--- config.mk ---
export PLATFORM = sky130hd
export DESIGN_NAME = irq_status_vector
export DESIGN_NICKNAME = d
export VERILOG_FILES = /design/src/rtl/isv_pkg.sv /design/src/rtl/isv_status_reg.sv /design/src/rtl/isv_mask_cfg.sv /design/src/rtl/isv_vector_enc.sv /design/src/rtl/irq_status_vector.sv
export SDC_FILE = /design/constraint.sdc
export NUM_CORES = 1
export LEC_CHECK = 0
export ABC_AREA = 1
export BUFFER_PORTS_ARGS = -buffer_cell sky130_fd_sc_hd__buf_2
export CAP_MARGIN = 20
export CORE_UTILIZATION = 40
export DETAILED_ROUTE_END_ITERATION = 6
export PLACE_DENSITY = 0.72
export SLEW_MARGIN = 10
export SYNTH_ARGS = -nofsm -noshare
export SYNTH_HDL_FRONTEND = slang
export SYNTH_HIERARCHICAL = 1
export SYNTH_SLANG_ARGS = --single-unit
--- constraint.sdc ---
create_clock -name clk -period 1 [get_ports clk]
set_clock_uncertainty 0.15 [all_clocks]
set_input_delay 0.1 -clock clk [delete_from_list [all_inputs] [get_ports clk]]
set_output_delay 0.1 -clock clk [all_outputs]
set_load 0.01 [all_outputs]
--- src/rtl/isv_pkg.sv ---
package isv_pkg;

    typedef enum logic [2:0] {
        SEL_MASK   = 3'd0,
        SEL_STATUS = 3'd1,
        SEL_VECTOR = 3'd2,
        SEL_BUFCFG = 3'd3,
        SEL_TEST   = 3'd4
    } reg_sel_e;

    localparam int unsigned BIT_RRDY     = 3;
    localparam int unsigned BIT_XRDY     = 4;
    localparam int unsigned BIT_BUSY     = 12;
    localparam int unsigned CFG_RX_BIT   = 15;
    localparam int unsigned CFG_TX_BIT   = 7;
    localparam int unsigned FORCE_BIT    = 11;
    localparam logic [7:0]  NEW_REV_MIN  = 8'h34;
    localparam logic [15:0] SW_CLR_MASK  = 16'h0027;
    localparam logic [15:0] FORCE_VALUE  = 16'h003f;

endpackage

--- src/rtl/isv_status_reg.sv ---
module isv_status_reg #(
    parameter int unsigned DATA_W = 16
) (
    input  logic              clk,
    input  logic              rst_n,
    input  logic [DATA_W-1:0] set_i,
    input  logic [DATA_W-1:0] clr_i,
    output logic [DATA_W-1:0] status_o
);

    // Set has priority: a bit that is both set and cleared ends up set.
    always_ff @(posedge clk or negedge rst_n) begin
        if (!rst_n) begin
            status_o <= '0;
        end else begin
            status_o <= (status_o & ~clr_i) | set_i;
        end
    end

    assert_set_wins_R3: assert property (@(posedge clk) disable iff (!rst_n)
        (|set_i) |=> ((status_o & $past(set_i)) == $past(set_i)));

endmodule

--- src/rtl/isv_mask_cfg.sv ---
module isv_mask_cfg #(
    parameter int unsigned MASK_W = 6,
    parameter bit          NEWER  = 1'b1
) (
    input  logic              clk,
    input  logic              rst_n,
    input  logic              mask_wr_i,
    input  logic              cfg_wr_i,
    input  logic [MASK_W-1:0] mask_data_i,
    input  logic              cfg_rx_i,
    input  logic              cfg_tx_i,
    output logic [MASK_W-1:0] mask_o,
    output logic              rx_en_o,
    output logic              tx_en_o
);
    import isv_pkg::*;

    localparam int unsigned        KEEP_W    = NEWER ? MASK_W : MASK_W - 1;
    localparam logic [MASK_W-1:0] KEEP_MASK = MASK_W'((1 << KEEP_W) - 1);

    always_ff @(posedge clk or negedge rst_n) begin
        if (!rst_n) begin
            mask_o  <= '0;
            rx_en_o <= 1'b0;
            tx_en_o <= 1'b0;
        end else if (mask_wr_i) begin
            mask_o <= mask_data_i & KEEP_MASK;
        end else if (cfg_wr_i) begin
            rx_en_o <= cfg_rx_i;
            tx_en_o <= cfg_tx_i;
            if (cfg_rx_i) mask_o[BIT_RRDY] <= 1'b0;
            if (cfg_tx_i) mask_o[BIT_XRDY] <= 1'b0;
        end
    end

    assert_rx_strip_R5: assert property (@(posedge clk) disable iff (!rst_n)
        (cfg_wr_i && cfg_rx_i) |=> !mask_o[BIT_RRDY]);

    assert_tx_strip_R5: assert property (@(posedge clk) disable iff (!rst_n)
        (cfg_wr_i && cfg_tx_i) |=> !mask_o[BIT_XRDY]);

    generate
        if (!NEWER) begin : g_legacy_width
            assert_mask_width_R4: assert property (@(posedge clk) disable iff (!rst_n)
                mask_wr_i |=> !mask_o[MASK_W-1]);
        end
    endgenerate

endmodule

--- src/rtl/isv_vector_enc.sv ---
module isv_vector_enc #(
    parameter int unsigned N = 6,
    parameter int unsigned W = 3
) (
    input  logic [N-1:0] pend_i,
    output logic [W-1:0] code_o,
    output logic [N-1:0] first_o
);

    // Scan from the top so the lowest pending index is the last assignment.
    always_comb begin
        code_o  = '0;
        first_o = '0;
        for (int i = N - 1; i >= 0; i--) begin
            if (pend_i[i]) begin
                code_o     = W'(i + 1);
                first_o    = '0;
                first_o[i] = 1'b1;
            end
        end
    end

endmodule

--- src/rtl/irq_status_vector.sv ---
module irq_status_vector #(
    parameter logic [7:0]  REVISION = 8'h34,
    parameter int unsigned DATA_W   = 16,
    parameter int unsigned MASK_W   = 6,
    parameter int unsigned SEL_W    = 3
) (
    input  logic              clk,
    input  logic              rst_n,
    input  logic              acc_en,
    input  logic              acc_we,
    input  logic [SEL_W-1:0]  acc_sel,
    input  logic [DATA_W-1:0] acc_wdata,
    output logic [DATA_W-1:0] acc_rdata,
    input  logic [DATA_W-1:0] evt_set,
    input  logic [DATA_W-1:0] evt_clr,
    input  logic              bus_busy,
    output logic              irq,
    output logic              rx_dma_req,
    output logic              tx_dma_req
);
    import isv_pkg::*;

    localparam bit          NEWER = (REVISION >= NEW_REV_MIN);
    localparam int unsigned VEC_W = $clog2(MASK_W + 1);

    reg_sel_e           sel;
    logic               rd_hit;
    logic               wr_hit;
    logic [DATA_W-1:0]  status;
    logic [MASK_W-1:0]  mask;
    logic               rx_en;
    logic               tx_en;
    logic [MASK_W-1:0]  pend;
    logic [VEC_W-1:0]   vec_code;
    logic [MASK_W-1:0]  vec_first;
    logic [DATA_W-1:0]  sw_clr;
    logic [DATA_W-1:0]  vec_clr;
    logic [DATA_W-1:0]  force_set;
    logic [DATA_W-1:0]  set_all;
    logic [DATA_W-1:0]  clr_all;

    assign sel    = reg_sel_e'(acc_sel);
    assign wr_hit = acc_en && acc_we;
    assign rd_hit = acc_en && !acc_we;
    assign pend   = status[MASK_W-1:0] & mask;

    isv_vector_enc #(.N(MASK_W), .W(VEC_W)) u_vec (
        .pend_i  (pend),
        .code_o  (vec_code),
        .first_o (vec_first)
    );

    // Revision-dependent clear and force sources.
    generate
        if (NEWER) begin : g_current
            assign sw_clr    = (wr_hit && sel == SEL_STATUS) ? (acc_wdata & SW_CLR_MASK) : '0;
            assign force_set = (wr_hit && sel == SEL_TEST && acc_wdata[FORCE_BIT]) ? FORCE_VALUE : '0;
            assign vec_clr   = '0;
        end else begin : g_legacy
            assign sw_clr    = '0;
            assign force_set = '0;
            assign vec_clr   = (rd_hit && sel == SEL_VECTOR)
                               ? {{(DATA_W-MASK_W){1'b0}}, vec_first} : '0;
        end
    endgenerate

    assign set_all = evt_set | force_set;
    assign clr_all = evt_clr | sw_clr | vec_clr;

    isv_status_reg #(.DATA_W(DATA_W)) u_status (
        .clk      (clk),
        .rst_n    (rst_n),
        .set_i    (set_all),
        .clr_i    (clr_all),
        .status_o (status)
    );

    isv_mask_cfg #(.MASK_W(MASK_W), .NEWER(NEWER)) u_mask (
        .clk         (clk),
        .rst_n       (rst_n),
        .mask_wr_i   (wr_hit && sel == SEL_MASK),
        .cfg_wr_i    (wr_hit && sel == SEL_BUFCFG),
        .mask_data_i (acc_wdata[MASK_W-1:0]),
        .cfg_rx_i    (acc_wdata[CFG_RX_BIT]),
        .cfg_tx_i    (acc_wdata[CFG_TX_BIT]),
        .mask_o      (mask),
        .rx_en_o     (rx_en),
        .tx_en_o     (tx_en)
    );

    // Read multiplexer.
    always_comb begin
        acc_rdata = '0;
        unique case (sel)
            SEL_MASK:   acc_rdata = {{(DATA_W-MASK_W){1'b0}}, mask};
            SEL_STATUS: begin
                acc_rdata           = status;
                acc_rdata[BIT_BUSY] = bus_busy;
            end
            SEL_VECTOR: acc_rdata = NEWER ? '0 : {{(DATA_W-VEC_W){1'b0}}, vec_code};
            SEL_BUFCFG: begin
                acc_rdata[CFG_RX_BIT] = rx_en;
                acc_rdata[CFG_TX_BIT] = tx_en;
            end
            default:    acc_rdata = '0;
        endcase
    end

    // Registered request outputs.
    always_ff @(posedge clk or negedge rst_n) begin
        if (!rst_n) begin
            irq        <= 1'b0;
            rx_dma_req <= 1'b0;
            tx_dma_req <= 1'b0;
        end else begin
            irq        <= |pend;
            rx_dma_req <= rx_en && status[BIT_RRDY];
            tx_dma_req <= tx_en && status[BIT_XRDY];
        end
    end

    assert_rx_gate_R6: assert property (@(posedge clk) disable iff (!rst_n)
        !rx_en |=> !rx_dma_req);

    assert_tx_gate_R6: assert property (@(posedge clk) disable iff (!rst_n)
        !tx_en |=> !tx_dma_req);

    assert_vec_clears_R7: assert property (@(posedge clk) disable iff (!rst_n)
        ((|vec_clr) && !(|(vec_clr & set_all))) |=> !(|(status & $past(vec_clr))));

    assert_ready_kept_R9: assert property (@(posedge clk) disable iff (!rst_n)
        (wr_hit && sel == SEL_STATUS && !(|evt_clr[BIT_XRDY:BIT_RRDY]))
        |=> ((status[BIT_XRDY:BIT_RRDY] & $past(status[BIT_XRDY:BIT_RRDY]))
             == $past(status[BIT_XRDY:BIT_RRDY])));

endmodule

==> flow_summary.ini, run 1 <==
[worst_setup_path]
r2r_slack_ns = -0.09
rr_worst_depth = 5
cp-start-kind = register
arrival_ns = 1.03
cp.required_ns = 0.75
crit_path_max_fanout = 2
path_class = register to output pin
r2r_end = irq
r2r_start = u_status/status_o[0]
endpoint_kind = output pin

[finish]
drive_above_1_share_pct = 36.71
area_growth_pct = 88.31
finalNonFillerCells = 391
fin_nets = 403
fin_area_mm2 = 0.002601

[timing]
slew_viol_final = 0
worst_pin_slew_ns = 0.1495
finalWorstSetupSlack_ns = -0.2770
rsz0062_at_grt = yes
setup_viol = 22
max_freq_ghz = 0.7831
setup_tns_ns = -3.944
final_hold_viol_count = 0
min_period_ns = 1.277
period_share_pct = 127.7
relSlewSlack_pct = 90.01

[global_routing]
grt_first_pass_wirelength_um = 7148
gr-total-overflow = 0
grt_use_total_pct = 26.63
grt_max_degree = 27
antenna_found_initial = 0
grt_pass1_vias = 1765

[placed_design]
pre_cts_slack_ns = -0.1212
port_buffers = 65
gp_congestion = 0.8412
placed_area_mm2 = 0.001894
dp_hpwl_um = 2428
placed_cells_incl_taps = 329

[pwr]
peakVddDrop_mv = 0.8175
finalPower_uw = 2959
p_per_area_mw_per_mm2 = 1138
leakage_uw = 0.001613

[clocking]
htree_levels = 1
cts_made_buffers = 3
cts_root_buffer = clkbuf_4
cts_num_sinks = 26
insertion_delay_ns = 0.33
cts_tree = done
clkSlewWorstSetupHoldPaths_ns = 0.15
clock_path_buffers = 2

[logic_synthesis]
synth_nets = 263
syn_avg_cell_area_um2 = 6.673
syn_inst = 207
yosys_warnings = 6
netlist_area_mm2 = 0.001381

[detailed_routing]
drt_iter0_drc = 85
drc = 0
viasPerCell = 4.527
wl_per_cell_um = 12.16
routed_wl_um = 4754
first_pass_iters = 4
postRouteAntennaNets = 0
vias = 1770

[die]
die-area_mm2 = 0.003692
die_w_um = 60.77
row_count = 20
initial_core_util_pct = 43.81
die_y_um = 60.77
io_pins = 75
core_area_mm2 = 0.003153

[min_path]
hold_path_class = primary input to asynchronous set/reset pin

[job]
maxCapViolations = 0

[outcome]
violations = negative setup slack
status = complete, but fails checks
worst max-delay path by stage:
stage / from / to / slack (ns) / depth (start not counted)
after floorplan: acc_sel[1] / u_mask/mask_o[3] / -0.005 / 6
after global placement: acc_sel[1] / acc_rdata[5] / -0.11 / 7
after detailed placement: acc_sel[1] / u_mask/mask_o[1] / -0.12 / 7
after CTS: u_mask/tx_en_o / acc_rdata[7] / -0.27 / 3
after global routing: u_mask/mask_o[5] / acc_rdata[5] / -0.32 / 3
final: u_mask/tx_en_o / acc_rdata[7] / -0.28 / 3
area by class of cell:
type,count,area (um2)
fillers,191,551.8
repair buffers,136,1052
inverters,56,215.2
clock buffers,3,22.52
diodes,1,2.502
clock inverters,1,30.03
flip-flops and latches,26,650.6
multi-input cells,124,573.1
well taps,44,55.05
critical path, stage by stage, from the launching register on:
cell and delay [ns]:
dfrtp_1 0.44, nand4_1 0.08, nand2_1 0.05, buf_2 0.13
layer usage:
metal | part of all wire [%] | global-route usage, % | vias to the layer above
met5 | 0 | 0 | -
met2 | 52 | 51.49 | 92
met3 | 6.4 | 4.051 | 16
li1 | - | - | 869
met1 | 39 | 27.74 | 793
met4 | 2.8 | 12.99 | 0
flip-flops by register name, indices dropped and copies added, names as in the netlist:
| signal | cells |
|---|---|
| u_status/status_o | 15 |
| u_mask/mask_o | 6 |
| u_mask/rx_en_o | 1 |
| u_mask/tx_en_o | 1 |
| rx_dma_req | 1 |
| tx_dma_req | 1 |
| irq | 1 |
where the power goes:
| part | switching [uW] | internal [uW] |
|---|---|---|
| Sequential | 73.2 | 1180 |
| Clock | 330 | 406 |
| Combinational | 426 | 542 |
| Total | 829 | 2130 |
what timing repair did:
action,CTS,global route
buffers inserted,16,8
endpoints found under the setup margin,20,25
pin swaps,29,20
gates resized for setup,10,28
hold buffers,39,0
endpoints found under the hold margin,49,0
cells in the final DEF (no fill, tap or decap), drive strengths merged:
cell and n:
dlygate4sd3 39, nand2 98, bufinv 1, dfrtp 26, nor2 13, diode 1, nand4 7, clkbuf 3
inv 56, buf 97, nand3 6
through the flow:
step / utilization [%] / hold slack [ns]
final: 82.50 / 0.06436
after global routing: 82.42 / 0.07681
after CTS: 78.97 / 0.07358
after detailed placement: 60.08 / -0.09869
after floorplan: - / -0.3456
after global placement: 60.08 / -0.09677
Power figures use the tool's default switching activity.
==> run 2: changes to the inputs <==
Settings changed: GPL_TIMING_DRIVEN from default to 1, SETUP_SLACK_MARGIN from default to 0.2, SLEW_MARGIN 10 to 0.
==> flow_summary.ini, run 2 (same netlist as run 1, synthesis figures left out) <==
[finish]
largest_reg_flops = 15
most-common-layout-cells = nand2_1, buf_2, inv_1
antennaDiodeCount = 0
reg_top3 = u_status/status_o (15), u_mask/mask_o (6)
fin_nets = 403
area_growth_pct = 99.28
utilization_pct = 87.30
finalNonFillerCells = 390
drive_above_1_share_pct = 50.58
seq_area_um2 = 650.6
fillers = 162
multi_input_area_um2 = 660.6
regMostFlops = u_status/status_o

[detailed_routing]
vias = 1889
viasPerCell = 4.844
drt_iter0_drc = 92
first_pass_iters = 4
wl_per_cell_um = 15.16
routed_wl_um = 5913
postRouteAntennaNets = 0
drc = 0

[timing]
final_hold_viol_count = 10
setup_tns_ns = -5.125
period_share_pct = 134.5
worst_pin_slew_ns = 0.3367
timing.hold.ws_ns = -0.1471
rsz0062_at_grt = yes
max_freq_ghz = 0.7434
relSlewSlack_pct = 77.56
slew_viol_final = 0
finalWorstSetupSlack_ns = -0.3451
min_period_ns = 1.345
setup_viol = 26

[global_routing]
grt_pass1_vias = 1780
grt_max_degree = 27
antenna_found_initial = 0
grt_first_pass_wirelength_um = 7286
gr-total-overflow = 0
grt_use_total_pct = 27.46

[die]
io_pins = 75
die-area_mm2 = 0.003692
core_area_mm2 = 0.003153
die_w_um = 60.77
row_count = 20
initial_core_util_pct = 43.81
die_y_um = 60.77

[min_path]
min_path_cells = 5
hold_path_class = primary input to register

[clocking]
cts_root_buffer = clkbuf_4
cts_tree = done
cts_num_sinks = 26
cts_made_buffers = 3
clock_path_buffers = 2
insertion_delay_ns = 0.34
htree_levels = 1
clkSlewWorstSetupHoldPaths_ns = 0.15

[worst_setup_path]
worstPathBufferInverterCount = 2
arrival_ns = 1.10
worst_path_largest_cell_delay_ns = 0.40
cp.required_ns = 0.75
critPathTopFamily = flip-flops
path_depth = 3
rr_worst_depth = 6
crit_path_cell_trace = inv_1 -> nor2_1 -> buf_2
path_class = register to output pin
crit_path_max_fanout = 2
endpoint_kind = output pin
cp-start-kind = register
slowest_stage = dfrtp_1

[placed_design]
dp_hpwl_um = 2492
port_buffers = 65
placed_cells_incl_taps = 331
gp_congestion = 0.8505

[pwr]
leakage_uw = 0.001635
peakVddDrop_mv = 1.019
p_per_area_mw_per_mm2 = 1165

[outcome]
status = complete, but fails checks
violations = negative hold slack, negative setup slack

[job]
maxCapViolations = 0
-- run 2: worst paths after layout --
| kind | from | to | slack (ns) |
|---|---|---|---|
| worst max-delay path | u_status/status_o[10] | acc_rdata[10] | -0.35 |
| worst min-delay path | evt_set[0] | u_status/status_o[0] | -0.15 |
| worst max register to register | u_mask/mask_o[0] | irq | -0.19 |
| worst min register to register | u_status/status_o[13] | u_status/status_o[13] | 0.34 |
| max in group asynchronous | rst_n | u_status/status_o[3] | 0.31 |
| min in group asynchronous | rst_n | u_status/status_o[9] | 0.13 |
-- run 2: metal layers --
| metal | GRT usage, % | part of all wire [%] | vias up |
|---|---|---|---|
| met1 | 29.68 | 37 | 887 |
| met3 | 5.117 | 5.3 | 32 |
| li1 | - | - | 867 |
| met2 | 51.02 | 51 | 103 |
| met5 | 0 | 0 | - |
| met4 | 13.64 | 6.1 | 0 |
-- run 2: where the power goes --
group / leakage, uW / internal [uW] / total [uW] / switching (uW)
combinational: 0.00131 / 664 / 1170 / 511
clock: 0.0000279 / 406 / 755 / 349
sequential: 0.000301 / 1180 / 1280 / 93.7
total: 0.00163 / 2250 / 3210 / 954
-- run 2: cell type report --
cell class	count	area share, %
Clock inverter	1	1.091
Sequential cell	26	23.64
Inverter	56	7.909
Tap cell	44	2.000
Multi-Input combinational cell	124	24.00
Clock buffer	3	0.8182
Timing Repair Buffer	136	40.55
-- run 2: stage by stage --
step / hold WS [ns] / cell area, um2 / total power (uW) / setup slack (ns)
3_5_place_dp: -0.02990 / 1962 / 1846 / -0.1172
3_3_place_gp: -0.03545 / 1962 / 1834 / -0.1201
5_1_grt: -0.1464 / 2753 / 3357 / -0.3991
6_report: -0.1471 / 2753 / 3206 / -0.3451
4_1_cts: -0.1583 / 2500 / 2834 / -0.2628
2_1_floorplan: -0.3456 / 1469 / 1564 / 0.005419
-- run 2: worst reg2reg max path, delay by kind of cell (launching register included) --
| kind | cells | cell delay [ns] |
|---|---|---|
| flops | 1 | 0.43 |
| buf+inv | 2 | 0.24 |
| simple gates | 4 | 0.27 |
-- run 2: repair_timing --
action / 4_1_cts / 5_1_grt
cloned: 0 / 0
resized for setup: 25 / 50
endpoints found under the setup margin: 26 / 43
pin swaps: 28 / 32
hold buffers: 27 / 1
buffers inserted: 15 / 13
hold endpoints to repair: 49 / 11
==> run 3: changes to the inputs <==
Settings changed: CORE_ASPECT_RATIO from default to 2, CORE_UTILIZATION 40 to 28, PLACE_DENSITY 0.72 to default.
==> flow_summary.ini, run 3 (same netlist as run 1, synthesis figures left out) <==
[clocking]
clock_path_buffers = 2
cts_tree = done
htree_levels = 1
cts_made_buffers = 3
cts_num_sinks = 26
insertion_delay_ns = 0.27
clkSlewWorstSetupHoldPaths_ns = 0.09
cts_hold_buf = 2
cts_root_buffer = clkbuf_8

[detailed_routing]
drt_iter0_drc = 22
routed_wl_um = 4081
viasPerCell = 4.126
vias = 1539
drc = 0
postRouteAntennaNets = 0
wl_per_cell_um = 10.94
first_pass_iters = 4

[timing]
final_hold_viol_count = 23
rsz0062_at_grt = yes
finalWorstSetupSlack_ns = -0.1978
max_freq_ghz = 0.8348
relSlewSlack_pct = 89.17
slew_viol_final = 0
worst_pin_slew_ns = 0.1620
period_share_pct = 119.8
setup_tns_ns = -2.662
setup_viol = 24
min_period_ns = 1.198
timing.hold.ws_ns = -0.1459

[job]
maxCapViolations = 0

[die]
die_y_um = 101.3
core_area_mm2 = 0.004686
die-area_mm2 = 0.005235
initial_core_util_pct = 29.48
die_w_um = 51.67
row_count = 35
io_pins = 75

[global_routing]
grt_use_total_pct = 16.49
antenna_found_initial = 0
grt_pass1_vias = 1488
grt_max_degree = 27
gr-total-overflow = 0
grt_first_pass_wirelength_um = 6320

[worst_setup_path]
startpoint = u_mask/mask_o[3]
path_class = register to output pin
arrival_ns = 0.95
crit_path_max_fanout = 2
r2r_slack_ns = -0.11
endpoint_kind = output pin
cp.required_ns = 0.75
r2r_start = u_status/status_o[1]
cp-start-kind = register

[placed_design]
gp_congestion = 0.8491
port_buffers = 65
placed_cells_incl_taps = 340
dp_hpwl_um = 2935

[min_path]
hold_path_class = primary input to register
hp-start = evt_set[6]

[finish]
drive_above_1_share_pct = 50.94
reg_top3 = u_status/status_o (15), u_mask/mask_o (6)
utilization_pct = 53.38
fin_nets = 375
regMostFlops = u_status/status_o
layout_commonest_cell = nand2_1
finalNonFillerCells = 373
most-common-layout-cells = nand2_1, buf_2, inv_1
largest_reg_flops = 15
antennaDiodeCount = 0
fillers = 443
area_growth_pct = 81.07

[pwr]
leakage_uw = 0.001524
peakVddDrop_mv = 0.8808
p_per_area_mw_per_mm2 = 1253

[outcome]
violations = negative hold slack, negative setup slack
status = complete, but fails checks
run 3: cell count changes in the layout (fill, tap and decap cells not counted), sizes merged:
| cell | delta |
|---|---|
| dlygate4sd3 | -25 |
| buf | -3 |
run 3: final cells by class:
type | instances | area [um2] | share of cell area, %
Clock buffer | 3 | 41.29 | 1.651
Clock inverter | 1 | 30.03 | 1.201
Inverter | 56 | 217.7 | 8.704
Multi-Input combinational cell | 124 | 640.6 | 25.61
Sequential cell | 26 | 650.6 | 26.01
Tap cell | 55 | 68.82 | 2.751
Timing Repair Buffer | 108 | 852.1 | 34.07
run 3: metrics by stage:
step / instance area [um2] / total power (uW) / hold slack (ns) / setup slack [ns]
final: 2501 / 3135 / -0.1459 / -0.1978
after global routing: 2501 / 3314 / -0.1421 / -0.2407
after CTS: 2341 / 3029 / -0.1480 / -0.2248
after detailed placement: 1973 / 1879 / -0.09167 / -0.1417
after global placement: 1973 / 1869 / -0.09179 / -0.1382
after floorplan: 1469 / 1564 / -0.3456 / 0.005419
run 3: worst paths after layout:
| path | endpoint | cells past startpoint |
|---|---|---|
| hold reg to reg | u_status/status_o[9] | 2 |
| setup / recovery | acc_rdata[3] | 3 |
| setup reg to reg | irq | 5 |
| max in group asynchronous | u_status/status_o[13] | 3 |
| hold / removal | u_status/status_o[6] | 3 |
| min in group asynchronous | u_status/status_o[7] | 3 |
run 3: repair_timing:
item                       CTS  global route
hold endpoints to repair    49            23
gates resized for setup     40            24
buffers inserted            16            11
setup endpoints to repair   35            40
pin swaps                   39            23
run 3: worst max-delay path, stage by stage (launching register included):
cell	delay (ns)
dfrtp_1	0.43
nand2_1	0.09
nand2_2	0.05
buf_6	0.11
run 3: metal layers:
metal,vias up,GRT usage (%),part of all wire [%]
li1,808,-,-
met1,688,14.63,34
met2,39,33.87,62
met3,4,1.502,2.7
met4,0,8.524,1.6
met5,-,0,0
run 3: power by group:
group	internal (uW)	total, uW	switching (uW)
sequential	1180	1280	96.6
combinational	569	984	414
clock	536	871	336
